`src/rtl/memctl_pkg.sv`:
```
package memctl_pkg;
  localparam int SECT_W = 3;
  localparam logic [1:0] SEL_FAST = 2'b01;
  localparam logic [1:0] SEL_SLOW = 2'b10;
  localparam logic [1:0] CE_NONE  = 2'b11;

  typedef enum logic [1:0] {
    PH_IDLE,
    PH_SETUP,
    PH_STROBE,
    PH_HOLD
  } phase_e;
endpackage

```
`src/rtl/memctl_rb_sync.sv`:
```
module memctl_rb_sync #(
  parameter int STAGES = 2
) (
  input  logic clk,
  input  logic rst_n,
  input  logic rb_async,
  output logic rb_ready
);
  logic [STAGES-1:0] sh;

  generate
    if (STAGES == 1) begin : g_one
      always_ff @(posedge clk or negedge rst_n) begin
        if (!rst_n) sh <= '0;
        else        sh <= rb_async;
      end
    end else begin : g_chain
      always_ff @(posedge clk or negedge rst_n) begin
        if (!rst_n) sh <= '0;
        else        sh <= {sh[STAGES-2:0], rb_async};
      end
    end
  endgenerate

  assign rb_ready = sh[STAGES-1];
endmodule

```
`src/rtl/memctl_admit.sv`:
```
module memctl_admit #(
  parameter int GAP_CYC = 4
) (
  input  logic       clk,
  input  logic       rst_n,
  input  logic       idle,
  input  logic       req_valid,
  input  logic       req_write,
  input  logic [1:0] req_region,
  input  logic       rb_ready,
  output logic       req_ready,
  output logic       accept
);
  import memctl_pkg::*;

  localparam int CW = $clog2(GAP_CYC + 1);
  localparam logic [CW-1:0] CNT_MAX  = CW'(GAP_CYC);
  localparam logic [CW-1:0] CNT_NEED = CW'(GAP_CYC - 1);

  logic [CW-1:0] idle_cnt;
  logic          have_last, last_slow, last_read;
  logic          legal, tgt_slow, busy_blk, gap_ok, turn_blk;

  assign legal    = (req_region == SEL_FAST) || (req_region == SEL_SLOW);
  assign tgt_slow = req_region[1];
  assign busy_blk = tgt_slow && !rb_ready;
  assign gap_ok   = !have_last || (last_slow == tgt_slow) || (idle_cnt >= CNT_NEED);
  assign turn_blk = req_write && last_read && (idle_cnt == '0);

  assign req_ready = idle && legal && !busy_blk && gap_ok && !turn_blk;
  assign accept    = req_valid && req_ready;

  always_ff @(posedge clk or negedge rst_n) begin
    if (!rst_n) begin
      idle_cnt  <= '0;
      have_last <= 1'b0;
      last_slow <= 1'b0;
      last_read <= 1'b0;
    end else begin
      if (!idle)                   idle_cnt <= '0;
      else if (idle_cnt < CNT_MAX) idle_cnt <= idle_cnt + 1'b1;
      if (accept) begin
        have_last <= 1'b1;
        last_slow <= tgt_slow;
        last_read <= !req_write;
      end
    end
  end
endmodule

```
`src/rtl/memctl_strobe.sv`:
```
module memctl_strobe #(
  parameter int ADDR_W     = 19,
  parameter int DATA_W     = 8,
  parameter int STROBE_CYC = 3
) (
  input  logic              clk,
  input  logic              rst_n,
  input  logic              accept,
  input  logic              req_write,
  input  logic [1:0]        req_region,
  input  logic [ADDR_W-1:0] req_addr,
  input  logic [DATA_W-1:0] req_wdata,
  input  logic [DATA_W-1:0] mem_dq_in,
  output logic              idle,
  output logic [1:0]        mem_ce_n,
  output logic              mem_oe_n,
  output logic              mem_we_n,
  output logic [ADDR_W-1:0] mem_addr,
  output logic [DATA_W-1:0] mem_dq_out,
  output logic              mem_dq_oe,
  output logic              rsp_valid,
  output logic [DATA_W-1:0] rsp_rdata
);
  import memctl_pkg::*;

  localparam int SCW = (STROBE_CYC > 1) ? $clog2(STROBE_CYC) : 1;
  localparam logic [SCW-1:0] S_LAST = SCW'(STROBE_CYC - 1);

  phase_e         ph;
  logic [SCW-1:0] scnt;
  logic           wr;

  assign idle = (ph == PH_IDLE);

  always_ff @(posedge clk or negedge rst_n) begin
    if (!rst_n) begin
      ph         <= PH_IDLE;
      scnt       <= '0;
      wr         <= 1'b0;
      mem_ce_n   <= CE_NONE;
      mem_oe_n   <= 1'b1;
      mem_we_n   <= 1'b1;
      mem_addr   <= '0;
      mem_dq_out <= '0;
      mem_dq_oe  <= 1'b0;
      rsp_valid  <= 1'b0;
      rsp_rdata  <= '0;
    end else begin
      rsp_valid <= 1'b0;
      unique case (ph)
        PH_IDLE: if (accept) begin
          ph         <= PH_SETUP;
          wr         <= req_write;
          mem_addr   <= req_addr;
          mem_ce_n   <= req_region[1] ? 2'b01 : 2'b10;
          mem_dq_out <= req_wdata;
          mem_dq_oe  <= req_write;
        end
        PH_SETUP: begin
          ph   <= PH_STROBE;
          scnt <= '0;
          if (wr) mem_we_n <= 1'b0;
          else    mem_oe_n <= 1'b0;
        end
        PH_STROBE: begin
          if (scnt == S_LAST) begin
            mem_we_n <= 1'b1;
            mem_oe_n <= 1'b1;
            if (wr) begin
              ph <= PH_HOLD;
            end else begin
              ph        <= PH_IDLE;
              mem_ce_n  <= CE_NONE;
              rsp_valid <= 1'b1;
              rsp_rdata <= mem_dq_in;
            end
          end else begin
            scnt <= scnt + 1'b1;
          end
        end
        PH_HOLD: begin
          ph        <= PH_IDLE;
          mem_ce_n  <= CE_NONE;
          mem_dq_oe <= 1'b0;
        end
        default: ph <= PH_IDLE;
      endcase
    end
  end
endmodule

```
`src/rtl/dmem_host_ctrl.sv`:
```
module dmem_host_ctrl #(
  parameter int ADDR_W      = 19,
  parameter int DATA_W      = 8,
  parameter int STROBE_CYC  = 3,
  parameter int GAP_CYC     = 4,
  parameter int SYNC_STAGES = 2
) (
  input  logic              clk,
  input  logic              rst_n,
  input  logic              req_valid,
  output logic              req_ready,
  input  logic              req_write,
  input  logic [1:0]        req_region,
  input  logic [ADDR_W-1:0] req_addr,
  input  logic [DATA_W-1:0] req_wdata,
  output logic              rsp_valid,
  output logic [DATA_W-1:0] rsp_rdata,
  output logic [2:0]        flash_sector,
  output logic [1:0]        mem_ce_n,
  output logic              mem_oe_n,
  output logic              mem_we_n,
  output logic [ADDR_W-1:0] mem_addr,
  output logic [DATA_W-1:0] mem_dq_out,
  output logic              mem_dq_oe,
  input  logic [DATA_W-1:0] mem_dq_in,
  input  logic              mem_rb
);
  import memctl_pkg::*;

  logic rb_ready, idle, accept;

  memctl_rb_sync #(.STAGES(SYNC_STAGES)) u_sync (
    .clk(clk), .rst_n(rst_n), .rb_async(mem_rb), .rb_ready(rb_ready)
  );

  memctl_admit #(.GAP_CYC(GAP_CYC)) u_admit (
    .clk(clk), .rst_n(rst_n), .idle(idle), .req_valid(req_valid),
    .req_write(req_write), .req_region(req_region), .rb_ready(rb_ready),
    .req_ready(req_ready), .accept(accept)
  );

  memctl_strobe #(.ADDR_W(ADDR_W), .DATA_W(DATA_W), .STROBE_CYC(STROBE_CYC)) u_strobe (
    .clk(clk), .rst_n(rst_n), .accept(accept), .req_write(req_write),
    .req_region(req_region), .req_addr(req_addr), .req_wdata(req_wdata),
    .mem_dq_in(mem_dq_in), .idle(idle), .mem_ce_n(mem_ce_n),
    .mem_oe_n(mem_oe_n), .mem_we_n(mem_we_n), .mem_addr(mem_addr),
    .mem_dq_out(mem_dq_out), .mem_dq_oe(mem_dq_oe), .rsp_valid(rsp_valid),
    .rsp_rdata(rsp_rdata)
  );

  always_ff @(posedge clk or negedge rst_n) begin
    if (!rst_n)                                   flash_sector <= '0;
    else if (accept && req_region == SEL_FAST)    flash_sector <= req_addr[ADDR_W-1 -: SECT_W];
  end
endmodule

```
`config.mk`:
```
export PLATFORM = sky130hd
export DESIGN_NAME = dmem_host_ctrl
export DESIGN_NICKNAME = d
export VERILOG_FILES = /design/src/rtl/memctl_pkg.sv /design/src/rtl/memctl_rb_sync.sv /design/src/rtl/memctl_admit.sv /design/src/rtl/memctl_strobe.sv /design/src/rtl/dmem_host_ctrl.sv
export SDC_FILE = /design/constraint.sdc
export NUM_CORES = 1
export LEC_CHECK = 0
export BUFFER_PORTS_ARGS = -buffer_cell sky130_fd_sc_hd__buf_2
export CORE_ASPECT_RATIO = 1.1
export CORE_MARGIN = 4
export CORE_UTILIZATION = 44
export CTS_CLUSTER_SIZE = 10
export DETAILED_ROUTE_END_ITERATION = 16
export PLACE_DENSITY = 0.77
export SLEW_MARGIN = 10
export SYNTH_ARGS = -nofsm -noshare
export SYNTH_HDL_FRONTEND = slang
export SYNTH_SLANG_ARGS = --single-unit
```
`constraint.sdc`:
```
create_clock -name clk -period 2.06 [get_ports clk]
set_clock_uncertainty 0.15 [all_clocks]
set_input_delay 0.103 -clock clk [delete_from_list [all_inputs] [get_ports clk]]
set_output_delay 0.103 -clock clk [all_outputs]
set_load 0.05 [all_outputs]
```
# Word level (Yosys, flattened, before mapping)
# Cells that the tools add are included.
# W data, S select, Z words.
[totals] ff_bits=57
[op_classes] add_sub_neg=2 n_lt_le_gt_ge=2 eq_ne=14 mux=23 n_bitwise=1 n_reduce_logical=30
[op_table] cell="$mux W2" count=8
[op_table] cell="$ne A2 B2 Y1 const B" count=5
[op_table] cell="$logic_and A1 B1 Y1" count=9
[op_table] cell="$reduce_and A3 Y1" count=3
[op_table] cell="$eq A2 B2 Y1 const B" count=4
[op_table] cell="$pmux W2 S4" count=1
[op_table] cell="$reduce_and A2 Y1" count=4
[op_table] cell="$mux W1" count=7
[op_table] cell="$mux W3" count=2
[op_table] cell="$pmux W1 S2" count=3
[op_table] cell="$pmux W2 S3" count=1
[op_table] cell="$logic_not A1 Y1" count=5
[op_table] cell="$eq A2 B1 Y1 const B" count=2
[op_table] cell="$ne A2 B1 Y1 const B" count=2
[op_table] cell="$pmux W2 S2" count=1
[op_table] cell="$reduce_and A4 Y1" count=1
[op_table] cell="$reduce_bool A2 Y1" count=2
[op_table] cell="$add A3 B1 Y3 const B" count=1
[op_table] cell="$ge A3 B2 Y1 const B" count=1
[op_table] cell="$logic_not A3 Y1" count=1
[op_table] cell="$logic_or A1 B1 Y1" count=3
[op_table] cell="$lt A3 B3 Y1 const B" count=1
[op_table] cell="$reduce_bool A3 Y1" count=1
[op_table] cell="$add A2 B1 Y2 const B" count=1
[op_table] cell="other kinds (3)" count=3

# Logic depth before layout (Yosys ltp)
[logic_depth] depth_word=9 ltp_mapped=8 depth_no_buf=6

# Cells and area by module
# A second synthesis with hierarchy kept.
[hier_totals] hier_cells=166 hier_area_um2=2394.8
[modules_own_cells] module="memctl_strobe" instances=1 cells_per_inst=125 area_per_inst_um2=1831.8 seq_area_each_um2=1156.1
[modules_own_cells] module="memctl_admit" instances=1 cells_per_inst=32 area_per_inst_um2=372.9 seq_area_each_um2=150.1
[modules_own_cells] module="dmem_host_ctrl" instances=1 cells_per_inst=7 area_per_inst_um2=140.1 seq_area_each_um2=75.1
[modules_own_cells] module="memctl_rb_sync" instances=1 cells_per_inst=2 area_per_inst_um2=50.0 seq_area_each_um2=50.0

# Least setup slack after synthesis
# OpenSTA, ideal clock, no wires.
[synth_path] kind="register to register" from="reg u_admit.idle_cnt[0]" to="reg u_strobe.mem_addr[0]" arrival_ns=1.827 setup_slack_ns=-0.042 path_stages_with_launch=9 cell_sequence="dfrtp_1 > ha_1 > ha_1 > nor3b_1 > and3_4 > nor2_2 > buf_6 > buf_12 > mux2_4"
[synth_via] elab_chain_cells=6 elab_cells_between_ends=9
[synth_lines] element="from (decl)" line="memctl_admit.sv:20" rtl="logic [CW-1:0] idle_cnt;"
[synth_lines] element="from (signal assigned)" line="memctl_admit.sv:41" rtl="else if (idle_cnt < CNT_MAX) idle_cnt <= idle_cnt + 1'b1;"
[synth_lines] element="$ge A3 B2 Y1 or $logic_not A3 Y1 (tied branches)" line="memctl_admit.sv:27, memctl_admit.sv:28"
[synth_lines] element="$logic_or A1 B1 Y1 or $logic_and A1 B1 Y1 (tied branches)" line="memctl_admit.sv:27, memctl_admit.sv:28"
[synth_lines] element="$logic_and A1 B1 Y1 or $logic_not A1 Y1 (tied branches)" line="memctl_admit.sv:30" rtl="assign req_ready = idle && legal && !busy_blk && gap_ok && !turn_blk;"
[synth_lines] element="$logic_and A1 B1 Y1 (*)" line="memctl_admit.sv:30"
[synth_lines] element="$logic_and A1 B1 Y1 (*)" line="memctl_admit.sv:31" rtl="assign accept = req_valid && req_ready;"
[synth_lines] element="$reduce_and A2 Y1 (no source line) (*)"
[synth_lines] element="to (signal assigned)" line="memctl_strobe.sv:54" rtl="mem_addr <= req_addr;"
[synth_lines] element="to (decl)" line="memctl_strobe.sv:18" rtl="output logic [ADDR_W-1:0] mem_addr,"
# Every way passes the cells marked *; elsewhere a longest branch is shown, timed or not.
# A chain may end at the register's enable or synchronous reset.

# Worst setup path in the final report
[layout_path] from="in req_region[1]" to="reg u_strobe.mem_addr[10]"
[layout_via] elab_chain_cells=8 elab_cells_between_ends=14
[layout_lines] element="from (decl)" line="dmem_host_ctrl.sv:13" rtl="input logic [1:0] req_region,"
[layout_lines] element="$eq A2 B1 Y1 or $eq A2 B2 Y1 (tied branches)" line="memctl_admit.sv:24" rtl="assign legal = (req_region == SEL_FAST) || (req_region == SEL_SLOW);"
[layout_lines] element="$logic_or A1 B1 Y1" line="memctl_admit.sv:24"
[layout_lines] element="$logic_and A1 B1 Y1 (2 in series)" line="memctl_admit.sv:30"
[layout_lines] element="$logic_and A1 B1 Y1 (*) (2 in series)" line="memctl_admit.sv:30"
[layout_lines] element="$logic_and A1 B1 Y1 (*)" line="memctl_admit.sv:31"
[layout_lines] element="$reduce_and A2 Y1 (no source line) (*)"
# Marks and branches as above.

==> run metrics <==
GPL Wtd Cong 0.7994; Most used DFF post-synth dfrtp_1; Arr. time, crit path 2.17 ns; leakage 1.895 nW; crit path time final 2.104 ns; Total Wirelength 6.207 mm; fin area 3871 µm²; Rows 28; Synth Area in Compound Gates 4.901%; failing checks setup timing; share of cells above drive strength 1 55.04%; layout net count 393; mapped cell area 2476 µm²; WP data required 2.12 ns; Peak VDD IR 1.244 mV; critical path's top delay family buffers and inverters; initial core utilization 45.60%; Detailed Route Iter0 Violations 68; Ports 87; FILL cells 373; chip height 86.68 µm; Critical Path, Cell by Cell dlygate4sd3_1 -> buf_2 -> inv_1 -> ha_1 -> nor2b_2 -> nand4_2 -> nor2_4 -> buf_12 -> mux2_2; xor/xnor share of the synthesized area 0.7074%; Highest Clock Rate 475.4 MHz; drt wl/cell 14.71 µm; Max-Cap Viols 0; Worst Hold Class input pin to flip-flop; Simple-Gate Fraction of Synth Area 7.933%; initial antenna violation count 0; Seq/Total Area, Yosys 57.81%; Die ar. 6893 µm²; Worst setup EP type flip-flop; PortBufs 86; setup slack at placement -0.3419 ns; Root Buffer clkbuf_8; vias per cell 4.775; RSZ-0062 raised after global routing true; # DRC 0; Slowest cell on crit path dlygate4sd3_1; # diodes 0; number of global-route vias before repair 2,238; number of buffers and inverters on the critical path 4; pin count of the biggest net entering global routing 32; final cycle utilization of the critical path 102.1%; kind of critical path input pin to flip-flop; via count 2,015; largest family of logic cells by synthesized area multiplexers; Pre-antenna DRT Iters 4; clock buffer depth 2; area grow syn2layout 56.34%; global route overflow 0; EDFF count, synth 0; post-synthesis mux area share 20.82%; Hold Fails Final Rpt 0; HPWL Detailed 3.880 mm; Syn. warnings 0; Rel. slew slack 73.06%; Slew @ Worst Pin 0.4041 ns; Tot GR Track Use 19.80%; Post-DRT Antenna Nets 0; first-pass GRT wire length 10.34 mm; H-tree depth 3; post-synth cell types 35; post-synthesis net count 230; Syn Inst Count 179; crit start category input pin; pwr/cell area 1747 nW/µm²; area share of fa/ha/maj cells after synthesis 4.548%; most frequent cells in the layout buf_2, dfrtp_1, dlygate4sd3_1, mux2_2, buf_4; Crit Path Max Fanout 8; Hold Worst Slack 0.1390 ns; final worst slack -0.04370 ns; CTS tree built; #FFs+latches synth 57; core area 5430 µm²; Syn Area/Cell 13.83 µm²; Worst-path clk slew 0.07 ns; dpl cell area 3115 µm²; count of pins over their slew limit 0; CP peak stage delay 0.53 ns; Final setup viols 29; die width 79.53 µm; Worst-Skew Late Latency 0.33 ns; CTS sink cnt 57; most common cell after layout, fill and taps aside buf_2; Synth async-reset ratio 100.0%; CTS buffer count 9; status finished, violations left
[through the flow]
step                power (mW)  instances  TNS [ns]  util, %
finish                   6.765        422   -0.5546    71.29
global route             7.161        422    -2.668    71.29
CTS                      6.773        423  -0.04227    71.13
detailed placement       5.497        355    -8.797    57.37
global placement         5.413        355    -6.620    57.37
floorplan                4.530        179         0        -
[final timing paths]
kind | startpoint | to | slack, ns | cells past startpoint
worst max-delay path | req_region[1] | u_strobe.mem_addr[10] | -0.04 | 9
worst min-delay path | req_valid | u_admit.have_last | 0.14 | 4
worst max register to register | u_admit.idle_cnt[1] | u_strobe.mem_dq_out[5] | -0.04 | 8
worst min register to register | u_sync.sh[0] | u_sync.sh[1] | 0.22 | 0
max in group asynchronous | rst_n | u_strobe.mem_dq_out[1] | 1.07 | 3
min in group asynchronous | rst_n | u_strobe.mem_addr[15] | 0.17 | 3
[Yosys cell counts, drive strengths merged (2+ instances only)]
cell type / n / area share (%)
o21ai: 3 / 0.61
nand2b: 6 / 1.5
dfrtp: 53 / 54
nor2: 7 / 1.2
a211oi: 2 / 0.61
and2: 2 / 0.51
nand3: 4 / 0.81
mux2i: 2 / 0.81
and3: 3 / 0.96
a21oi: 5 / 1.0
a31oi: 5 / 1.3
nand2: 5 / 0.76
ha: 9 / 4.5
buf: 3 / 1.5
xor2: 2 / 0.71
mux2: 41 / 20
dfstp: 4 / 4.2
inv: 11 / 1.7
[what timing repair did]
action,CTS,global route
gates cloned,1,0
resized for setup,13,4
endpoints found under the setup margin,30,37
endpoints found under the hold margin,97,0
pin swaps,8,5
hold buffers,40,0
setup buffers,11,2
[registers in the layout, indices dropped and copies added (netlist names)]
name                 count
u_admit.last_read        1
u_strobe.mem_dq_oe       1
flash_sector             3
u_strobe.ph              2
u_strobe.wr              1
u_admit.last_slow        1
u_strobe.rsp_valid       1
u_strobe.rsp_rdata       8
u_strobe.mem_we_n        1
u_strobe.mem_oe_n        1
u_strobe.scnt            2
u_strobe.mem_ce_n        2
u_strobe.mem_dq_out      8
u_sync.sh                2
u_admit.idle_cnt         3
u_strobe.mem_addr       19
u_admit.have_last        1
[worst reg2reg max path, cell delays in order (launching register included)]
cell     delay (ns)
dfrtp_1        0.40
ha_2           0.19
ha_4           0.16
nor3b_4        0.22
buf_4          0.15
and3_4         0.22
nor2_4         0.07
buf_12         0.15
mux2_4         0.29
[cell families after synthesis]
logic type      Yosys count
flops                    57
mux                      43
simple gates             34
compound gates           19
buf+inv                  15
fa+ha+maj                 9
xor+xnor                  2
[power by group]
part / internal (mW) / total (mW) / switching, mW
clock network: 0.470 / 0.927 / 0.457
registers: 1.66 / 1.93 / 0.270
logic: 1.45 / 3.91 / 2.46
total: 3.58 / 6.76 / 3.19
[routing by layer]
metal	up-vias	share of wire [%]	track usage [%]
li1	959	-	-
met4	0	1.0	9.688
met2	80	50	32.88
met1	969	41	23.24
met5	-	0	0
met3	7	7.6	6.029
[final cells by class]
cell class	instances	area, µm²	share of cell area [%]
multi-input combinational	108	1026	26.50
timing repair buffer	155	1099	28.38
sequential	57	1431	36.97
tap	75	93.84	2.424
clock buffer	10	137.6	3.555
inverter	11	41.29	1.067
clock inverter	6	42.54	1.099
Power figures use the tool's default switching activity.
